File: src/rtl/nor_seq_pkg.sv
package nor_seq_pkg;

  typedef enum logic [1:0] {
    OP_PROG = 2'd0,
    OP_SECT = 2'd1,
    OP_BLK  = 2'd2,
    OP_CHIP = 2'd3
  } op_e;

  typedef enum logic [1:0] {
    PH_IDLE,
    PH_SETUP,
    PH_STROBE,
    PH_RECOV
  } phase_e;

  typedef enum logic [2:0] {
    S_IDLE,
    S_WR,
    S_WRW,
    S_RD,
    S_RDW
  } seq_e;

  // one command write: low address bits or the request address, plus data
  typedef struct packed {
    logic        use_req;
    logic [11:0] lo;
    logic [15:0] data;
  } wr_beat_t;

  localparam logic [11:0] UNL_A = 12'h555;
  localparam logic [11:0] UNL_B = 12'h2AA;

  function automatic logic [2:0] beat_count(op_e op);
    return (op == OP_PROG) ? 3'd4 : 3'd6;
  endfunction

  function automatic wr_beat_t beat(op_e op, logic [2:0] idx, logic [15:0] wdata);
    wr_beat_t b;
    b = '{use_req: 1'b0, lo: UNL_A, data: 16'h00AA};
    if (op == OP_PROG) begin
      case (idx)
        3'd1:    b = '{use_req: 1'b0, lo: UNL_B, data: 16'h0055};
        3'd2:    b = '{use_req: 1'b0, lo: UNL_A, data: 16'h00A0};
        3'd3:    b = '{use_req: 1'b1, lo: 12'h000, data: wdata};
        default: b = '{use_req: 1'b0, lo: UNL_A, data: 16'h00AA};
      endcase
    end else begin
      case (idx)
        3'd1, 3'd4: b = '{use_req: 1'b0, lo: UNL_B, data: 16'h0055};
        3'd2:       b = '{use_req: 1'b0, lo: UNL_A, data: 16'h0080};
        3'd5: begin
          if (op == OP_CHIP)      b = '{use_req: 1'b0, lo: UNL_A, data: 16'h0010};
          else if (op == OP_SECT) b = '{use_req: 1'b1, lo: 12'h000, data: 16'h0030};
          else                    b = '{use_req: 1'b1, lo: 12'h000, data: 16'h0050};
        end
        default:    b = '{use_req: 1'b0, lo: UNL_A, data: 16'h00AA};
      endcase
    end
    return b;
  endfunction

endpackage

File: src/rtl/nor_bus_cycle.sv
// One asynchronous bus cycle: setup, strobe, recovery, all timed in clocks.
module nor_bus_cycle
  import nor_seq_pkg::*;
#(
  parameter int AW    = 20,
  parameter int DW    = 16,
  parameter int T_AS  = 1,
  parameter int T_WP  = 2,
  parameter int T_WPH = 2,
  parameter int T_RD  = 4
) (
  input  logic          clk,
  input  logic          rst,
  input  logic          start,
  input  logic          wr,
  input  logic [AW-1:0] addr,
  input  logic [DW-1:0] wdata,
  output logic          done,
  output logic [DW-1:0] rdata,
  output logic [AW-1:0] fl_addr,
  output logic [DW-1:0] fl_dq_out,
  output logic          fl_dq_oe,
  input  logic [DW-1:0] fl_dq_in,
  output logic          fl_ce_n,
  output logic          fl_we_n,
  output logic          fl_oe_n
);

  localparam int M1   = (T_AS > T_WP) ? T_AS : T_WP;
  localparam int M2   = (T_WPH > T_RD) ? T_WPH : T_RD;
  localparam int PMAX = (M1 > M2) ? M1 : M2;
  localparam int CW   = $clog2(PMAX + 1);

  phase_e        ph;
  logic [CW-1:0] cnt;
  logic          wr_q;

  always_ff @(posedge clk) begin
    done <= 1'b0;
    if (rst) begin
      ph        <= PH_IDLE;
      cnt       <= '0;
      wr_q      <= 1'b0;
      fl_addr   <= '0;
      fl_dq_out <= '0;
      fl_dq_oe  <= 1'b0;
      fl_ce_n   <= 1'b1;
      fl_we_n   <= 1'b1;
      fl_oe_n   <= 1'b1;
      rdata     <= '0;
    end else begin
      unique case (ph)
        PH_IDLE: if (start) begin
          fl_addr   <= addr;
          fl_dq_out <= wdata;
          fl_dq_oe  <= wr;
          fl_ce_n   <= 1'b0;
          wr_q      <= wr;
          cnt       <= CW'(T_AS - 1);
          ph        <= PH_SETUP;
        end
        PH_SETUP: begin
          if (cnt == '0) begin
            ph <= PH_STROBE;
            if (wr_q) begin
              fl_we_n <= 1'b0;
              cnt     <= CW'(T_WP - 1);
            end else begin
              fl_oe_n <= 1'b0;
              cnt     <= CW'(T_RD - 1);
            end
          end else begin
            cnt <= cnt - 1'b1;
          end
        end
        PH_STROBE: begin
          if (cnt == '0) begin
            if (!wr_q) rdata <= fl_dq_in;
            fl_we_n  <= 1'b1;
            fl_oe_n  <= 1'b1;
            fl_ce_n  <= 1'b1;
            fl_dq_oe <= 1'b0;
            cnt      <= CW'(T_WPH - 1);
            ph       <= PH_RECOV;
          end else begin
            cnt <= cnt - 1'b1;
          end
        end
        PH_RECOV: begin
          if (cnt == '0) begin
            ph   <= PH_IDLE;
            done <= 1'b1;
          end else begin
            cnt <= cnt - 1'b1;
          end
        end
        default: ph <= PH_IDLE;
      endcase
    end
  end

endmodule

File: src/rtl/nor_op_timer.sv
// Counts polling cycles and flags when the limit is reached.
module nor_op_timer #(
  parameter int TW = 22
) (
  input  logic          clk,
  input  logic          rst,
  input  logic          clr,
  input  logic          run,
  input  logic [TW-1:0] limit,
  output logic          expired
);

  logic [TW-1:0] cnt;

  always_ff @(posedge clk) begin
    if (rst || clr) begin
      cnt     <= '0;
      expired <= 1'b0;
    end else if (run && !expired) begin
      cnt     <= cnt + TW'(1);
      expired <= ((cnt + TW'(1)) >= limit);
    end
  end

endmodule

File: src/rtl/nor_wr_seq.sv
module nor_wr_seq
  import nor_seq_pkg::*;
#(
  parameter int AW       = 20,
  parameter int DW       = 16,
  parameter int T_AS     = 1,
  parameter int T_WP     = 2,
  parameter int T_WPH    = 2,
  parameter int T_RD     = 4,
  parameter int TO_PROG  = 600,
  parameter int TO_ERASE = 1250000,
  parameter int TO_CHIP  = 2500000
) (
  input  logic          clk,
  input  logic          rst,
  input  logic          req_valid,
  output logic          req_ready,
  input  logic [1:0]    req_op,
  input  logic [AW-1:0] req_addr,
  input  logic [DW-1:0] req_data,
  output logic          op_done,
  output logic          op_err,
  output logic [AW-1:0] fl_addr,
  output logic [DW-1:0] fl_dq_out,
  output logic          fl_dq_oe,
  input  logic [DW-1:0] fl_dq_in,
  output logic          fl_ce_n,
  output logic          fl_we_n,
  output logic          fl_oe_n
);

  localparam int TGL_BIT   = 6;
  localparam int CONFIRM_N = 2;
  localparam int TO_M1     = (TO_PROG > TO_ERASE) ? TO_PROG : TO_ERASE;
  localparam int TO_MAX    = (TO_M1 > TO_CHIP) ? TO_M1 : TO_CHIP;
  localparam int TW        = $clog2(TO_MAX + 1);

  seq_e          st;
  op_e           op_q;
  logic [AW-1:0] addr_q;
  logic [DW-1:0] data_q;
  logic [2:0]    idx_q;
  logic          prev_q;
  logic          have_q;
  logic [1:0]    stab_q;

  logic          cyc_start, cyc_wr, cyc_done;
  logic [AW-1:0] cyc_addr;
  logic [DW-1:0] cyc_wdata, cyc_rdata;
  wr_beat_t      bt;
  logic [TW-1:0] to_limit;
  logic          to_exp;
  logic          rd_match;

  always_comb begin
    bt        = beat(op_q, idx_q, 16'(data_q));
    cyc_start = (st == S_WR) || (st == S_RD);
    cyc_wr    = (st == S_WR);
    cyc_wdata = DW'(bt.data);
    if ((st == S_WR) && !bt.use_req) cyc_addr = AW'(bt.lo);
    else                             cyc_addr = addr_q;
    unique case (op_q)
      OP_PROG: to_limit = TW'(TO_PROG);
      OP_CHIP: to_limit = TW'(TO_CHIP);
      default: to_limit = TW'(TO_ERASE);
    endcase
    rd_match = have_q && (cyc_rdata[TGL_BIT] == prev_q);
  end

  nor_bus_cycle #(
    .AW(AW), .DW(DW), .T_AS(T_AS), .T_WP(T_WP), .T_WPH(T_WPH), .T_RD(T_RD)
  ) u_bus (
    .clk(clk), .rst(rst), .start(cyc_start), .wr(cyc_wr),
    .addr(cyc_addr), .wdata(cyc_wdata), .done(cyc_done), .rdata(cyc_rdata),
    .fl_addr(fl_addr), .fl_dq_out(fl_dq_out), .fl_dq_oe(fl_dq_oe),
    .fl_dq_in(fl_dq_in), .fl_ce_n(fl_ce_n), .fl_we_n(fl_we_n), .fl_oe_n(fl_oe_n)
  );

  nor_op_timer #(.TW(TW)) u_tmr (
    .clk(clk), .rst(rst),
    .clr(st == S_IDLE),
    .run((st == S_RD) || (st == S_RDW)),
    .limit(to_limit),
    .expired(to_exp)
  );

  always_ff @(posedge clk) begin
    op_done <= 1'b0;
    op_err  <= 1'b0;
    if (rst) begin
      st        <= S_IDLE;
      op_q      <= OP_PROG;
      addr_q    <= '0;
      data_q    <= '0;
      idx_q     <= '0;
      prev_q    <= 1'b0;
      have_q    <= 1'b0;
      stab_q    <= '0;
      req_ready <= 1'b1;
    end else begin
      unique case (st)
        S_IDLE: if (req_valid && req_ready) begin
          op_q      <= op_e'(req_op);
          addr_q    <= req_addr;
          data_q    <= req_data;
          idx_q     <= '0;
          have_q    <= 1'b0;
          stab_q    <= '0;
          req_ready <= 1'b0;
          st        <= S_WR;
        end
        S_WR: st <= S_WRW;
        S_WRW: if (cyc_done) begin
          if (idx_q == beat_count(op_q) - 3'd1) begin
            st <= S_RD;
          end else begin
            idx_q <= idx_q + 3'd1;
            st    <= S_WR;
          end
        end
        S_RD: st <= S_RDW;
        S_RDW: if (cyc_done) begin
          prev_q <= cyc_rdata[TGL_BIT];
          have_q <= 1'b1;
          if (rd_match && (stab_q == 2'(CONFIRM_N))) begin
            op_done   <= 1'b1;
            req_ready <= 1'b1;
            st        <= S_IDLE;
          end else if (to_exp) begin
            op_done   <= 1'b1;
            op_err    <= 1'b1;
            req_ready <= 1'b1;
            st        <= S_IDLE;
          end else begin
            stab_q <= rd_match ? stab_q + 2'd1 : 2'd0;
            st     <= S_RD;
          end
        end
        default: st <= S_IDLE;
      endcase
    end
  end

endmodule

File: config.mk
export PLATFORM = sky130hd
export DESIGN_NAME = nor_wr_seq
export DESIGN_NICKNAME = d
export VERILOG_FILES = /design/src/rtl/nor_seq_pkg.sv /design/src/rtl/nor_bus_cycle.sv /design/src/rtl/nor_op_timer.sv /design/src/rtl/nor_wr_seq.sv
export SDC_FILE = /design/constraint.sdc
export NUM_CORES = 1
export LEC_CHECK = 0
export BUFFER_PORTS_ARGS = -buffer_cell sky130_fd_sc_hd__buf_2
export CAP_MARGIN = 20
export CORE_UTILIZATION = 57
export CTS_CLUSTER_SIZE = 40
export DETAILED_ROUTE_END_ITERATION = 7
export PLACE_DENSITY = 0.77
export SLEW_MARGIN = 25
export SYNTH_ARGS = -nofsm -noshare
export SYNTH_HDL_FRONTEND = slang
export SYNTH_HIERARCHICAL = 1
export SYNTH_SLANG_ARGS = --single-unit
export TNS_END_PERCENT = 100
File: constraint.sdc
create_clock -name clk -period 5 [get_ports clk]
set_input_delay 0.25 -clock clk [delete_from_list [all_inputs] [get_ports clk]]
set_output_delay 0.25 -clock clk [all_outputs]
set_load 0.01 [all_outputs]
==> reports/qor.txt, run 1 <==
status: complete, no violations
Reg clk slew, reported paths: 60 ps
CP endpoint kind: flip-flop
Syn Inst Count: 824
synthesized area: 6590 um2
final hold slack: 63.1 ps
global-route wire length before repair: 24.2 mm
Die Ht: 110 um
Arr. time, crit path: 3180 ps
Via density: 5.57
number of port buffers: 84
DR WL/cell: 14.3 um
GRT Overall Usage: 25.8%
CTS root buf: clkbuf_16
Max-cap violations: 0
TritonCTS Sinks: 122
worst slew pin tran: 1050 ps
maximum VDD drop: 0.000372 V
layout cells sized above 1: 15.9%
critical path class: reg -> reg
Layout area overhead: 14.3%
Critical Path Fanout Max: 6
post-layout util: 68.3%
antenna viol nets, final: 0
CP startpoint kind: flip-flop
vias in the first global route: 5356
FILL cells: 887
core area: 11000 um2
most common cell after layout, fill and taps aside: nand2_1
Clk Latency, worst-skew pair: 420 ps
clock skew: 8.06 ps
DRT iter0 DRCs: 415
average footprint of a synthesized cell: 8.00 um2
Fmax: 346 MHz
placed insts: 1003
Most Crowded Layer GR: met2
post_cts resized: 0
post-detail-place hpwl: 9.96 mm
H-tree depth: 4
fin cells: 1035
final hold viol count: 0
Hold Path Class: in -> reg
GPL Wtd Cong: 0.849
YS warnings: 6
Post-route DRC: 0
1st-pass router iterations: 5
met3 Use GR: 8.00%
starting density of the core: 59.8%
I/O pin cnt: 100
RSZ-0062 raised after global routing: false
Static Leakage: 3.08 nW
row count: 38
wirelength, routed: 14.8 mm
Slew Viols, Final: 0
via count: 5763
Post-CTS Setup Bufs: 0
most frequent cells in the layout: nand2_1 (182), dfxtp_1 (122), a21oi_1 (106), buf_2 (84), nor2_1 (44)
Net count, final: 980
CTS tree: yes
post-route minimum period: 2890 ps
total negative slack: 0 ps
die width: 110 um
grt ovf: 0
clk buf depth: 2
pwr dens: 384 nW/um2
Relative slew margins: 29.9%
Req. time, crit path: 5290 ps
endpoints failing setup: 0
GR Util met1: 29.7%
met2 usage: 45.4%
largest net degree at the start of global routing: 103
Die ar.: 12000 um2
initial antenna violation count: 0
CTS Buf Count: 17
antenna cells: 0
CTS Hold Buffers Added: 0
period utilisation layout: 57.9%
[state kept, by name (all words and copies together) (netlist names), 2 cells and up]
register and cells:
u_bus/cnt 3, addr_q 20, u_bus/fl_dq_out 16, idx_q 3, op_q 2, st 3, u_bus/fl_addr 20, stab_q 2
data_q 16, u_tmr/cnt 22, u_bus/ph 2
[where the power goes]
group | leakage [nW] | total (mW) | switching (mW) | internal, mW
combinational | 1.79 | 0.531 | 0.334 | 0.196
sequential | 0.990 | 1.10 | 0.0527 | 1.04
clock | 0.296 | 1.27 | 0.444 | 0.823
[metal layers]
metal	part of all wire [%]	vias up
li1	-	2887
met1	44	2694
met2	50	163
met3	5.3	19
met4	1.1	0
met5	0	-
[stage by stage]
stage / area [um2] / setup slack, ps / power [mW]
finish: 7530 / 2110 / 2.89
global route: 7530 / 1810 / 3.03
CTS: 7530 / 2110 / 2.91
detailed placement: 6920 / 2140 / 1.64
global placement: 6920 / 2140 / 1.61
floorplan: 6620 / 2420 / 1.53
[path summary, 6_finish.rpt]
kind,startpoint,end,slack (ps),cells after the start
setup reg to reg,u_tmr/cnt[0],u_tmr/expired,2110,11
hold / removal,req_addr[4],addr_q[4],60,3
setup / recovery,u_tmr/cnt[0],u_tmr/expired,2110,11
hold reg to reg,u_bus/fl_addr[0],u_bus/fl_addr[0],450,2
[cell type report]
class | instances | area (um2) | share of cell area, %
multi-input combinational | 609 | 3680 | 48.8
sequential | 122 | 2440 | 32.4
clock buffer | 22 | 474 | 6.29
timing repair buffer | 90 | 465 | 6.18
tap | 140 | 175 | 2.33
inverter | 42 | 158 | 2.09
clock inverter | 10 | 141 | 1.88
[worst max-delay path: stages (launching register included)]
cell,delay [ps]
dfxtp_1,400
ha_1,250
and3_1,330
nand3_2,160
or2_4,290
nor2_1,120
xor2_1,170
ha_1,280
a21oi_1,160
nand2_1,60
a2111oi_0,400
o22ai_1,130
Power figures use the tool's default switching activity.
==> run 2: changes to the inputs <==
clock period = 3 ns   (was 5 ns; I/O delays follow)
==> reports/qor.txt, run 2 (same netlist as run 1, synthesis figures left out) <==
post-detail-place hpwl: 10.3 mm
Layout area overhead: 21.4%
antenna cells: 0
final hold viol count: 0
H-tree depth: 4
RSZ-0062 raised after global routing: false
Reg-to-Reg End: u_tmr/expired
CTS root buf: clkbuf_16
Static Leakage: 3.29 nW
antenna viol nets, final: 0
Req. time, crit path: 3290 ps
CTS tree: yes
DR WL/cell: 15.0 um
critical path class: reg -> reg
Final Power: 5.01 mW
Die Ht: 110 um
max reg flops: 22
GRT Overall Usage: 27.5%
Reg clk slew, reported paths: 50 ps
Critical Path Fanout Max: 5
most frequent cells in the layout: nand2_1 (182), dfxtp_1 (122), a21oi_1 (106), buf_2 (84), nor2_1 (44)
clock skew: 11.7 ps
period utilisation layout: 93.1%
Via density: 5.53
largest net degree at the start of global routing: 67
global-route wire length before repair: 25.7 mm
Sw Share: 28.0%
Gate power share: 19.0%
crit path to: u_tmr/expired
Net count, final: 1023
endpoints failing setup: 0
Reg power frac: 36.5%
Clk Latency, worst-skew pair: 420 ps
Crit Reg-Reg Startpoint: u_tmr/cnt[0]
DRT iter0 DRCs: 447
Hold Path Class: in -> reg
Die ar.: 12000 um2
Sw Pwr: 1.41 mW
most common cell after layout, fill and taps aside: nand2_1
Slew Viols, Final: 0
pwr dens: 626 nW/um2
post_cts resized: 0
post-route minimum period: 2790 ps
I/O pin cnt: 100
initial antenna violation count: 0
total negative slack: 0 ps
row count: 38
crit path from: u_tmr/cnt[0]
layout cells sized above 1: 15.9%
status: complete, no violations
Largest regs: u_tmr/cnt x22, addr_q x20, u_bus/fl_addr x20
clk buf depth: 2
Fmax: 358 MHz
Max-cap violations: 0
Biggest register: u_tmr/cnt
CP endpoint kind: flip-flop
maximum VDD drop: 0.000425 V
cell depth of the worst flop-to-flop path: 11
Relative slew margins: 42.3%
grt ovf: 0
number of port buffers: 84
CTS Buf Count: 17
GPL Wtd Cong: 0.853
worst slew pin tran: 866 ps
Post-route DRC: 0
wirelength, routed: 16.2 mm
Arr. time, crit path: 3090 ps
starting density of the core: 59.8%
CP startpoint kind: flip-flop
TritonCTS Sinks: 122
die width: 110 um
via count: 5959
Int Power: 3.61 mW
r2r setup slk: 210 ps
core area: 11000 um2
vias in the first global route: 5585
clock power share: 44.5%
1st-pass router iterations: 5
-- run 2: repair_timing --
action | CTS | global route
setup buffers | 0 | 0
endpoints found under the hold margin | 38 | 0
hold buffers | 38 | 0
-- run 2: metal layers --
layer	vias up	wire (um)	part of all wire, %	GRT usage, %
met5	-	0	0	0
met4	0	242	1.5	10.4
met3	27	746	4.6	5.93
met2	196	8210	51	48.4
met1	2759	6960	43	32.8
li1	2977	-	-	-
-- run 2: critical path, cell delays in order, from the launching register on --
cell and delay (ps):
dfxtp_1 400, ha_1 250, and3_1 210, nand3_2 140, or2_4 280, nor2_1 120, xor2_1 170, ha_1 280
a21oi_1 180, nand2_1 70, a2111oi_0 440, o22ai_1 130
-- run 2: per-stage QoR --
stage	cells	hold WS [ps]	setup slack [ps]	cell area (um2)	utilization, %
global route	1078	55.6	88.0	8010	72.6
detailed placement	1008	398	276	6970	63.2
CTS	1078	71.6	230	8010	72.6
finish	1078	83.8	207	8010	72.6
floorplan	830	282	416	6620	-
global placement	1008	394	322	6970	63.2
-- run 2: area by class of cell --
class / instances / area [um2]
Fill cell: 798 / 3030
Clock buffer: 22 / 494
Multi-Input combinational cell: 609 / 3680
Tap cell: 140 / 175
Sequential cell: 122 / 2440
Clock inverter: 10 / 163
Timing Repair Buffer: 133 / 896
Inverter: 42 / 158
-- run 2: how the worst min path moves through the flow --
stage	depth (start not counted)	endpoint	startpoint
after floorplan	2	u_bus/rdata[6]	fl_dq_in[6]
after global placement	3	addr_q[18]	req_addr[18]
after detailed placement	3	data_q[12]	req_data[12]
after CTS	3	op_q[0]	req_op[0]
after global routing	3	op_q[0]	req_op[0]
final	3	op_q[0]	req_op[0]
-- run 2: power groups by stage --
stage	clock network [mW]	registers [mW]	logic, mW
floorplan	0	1.85	0.698
global placement	0	1.85	0.851
detailed placement	0	1.86	0.885
CTS	2.25	1.83	0.939
global route	2.34	1.84	1.05
finish	2.23	1.83	0.953
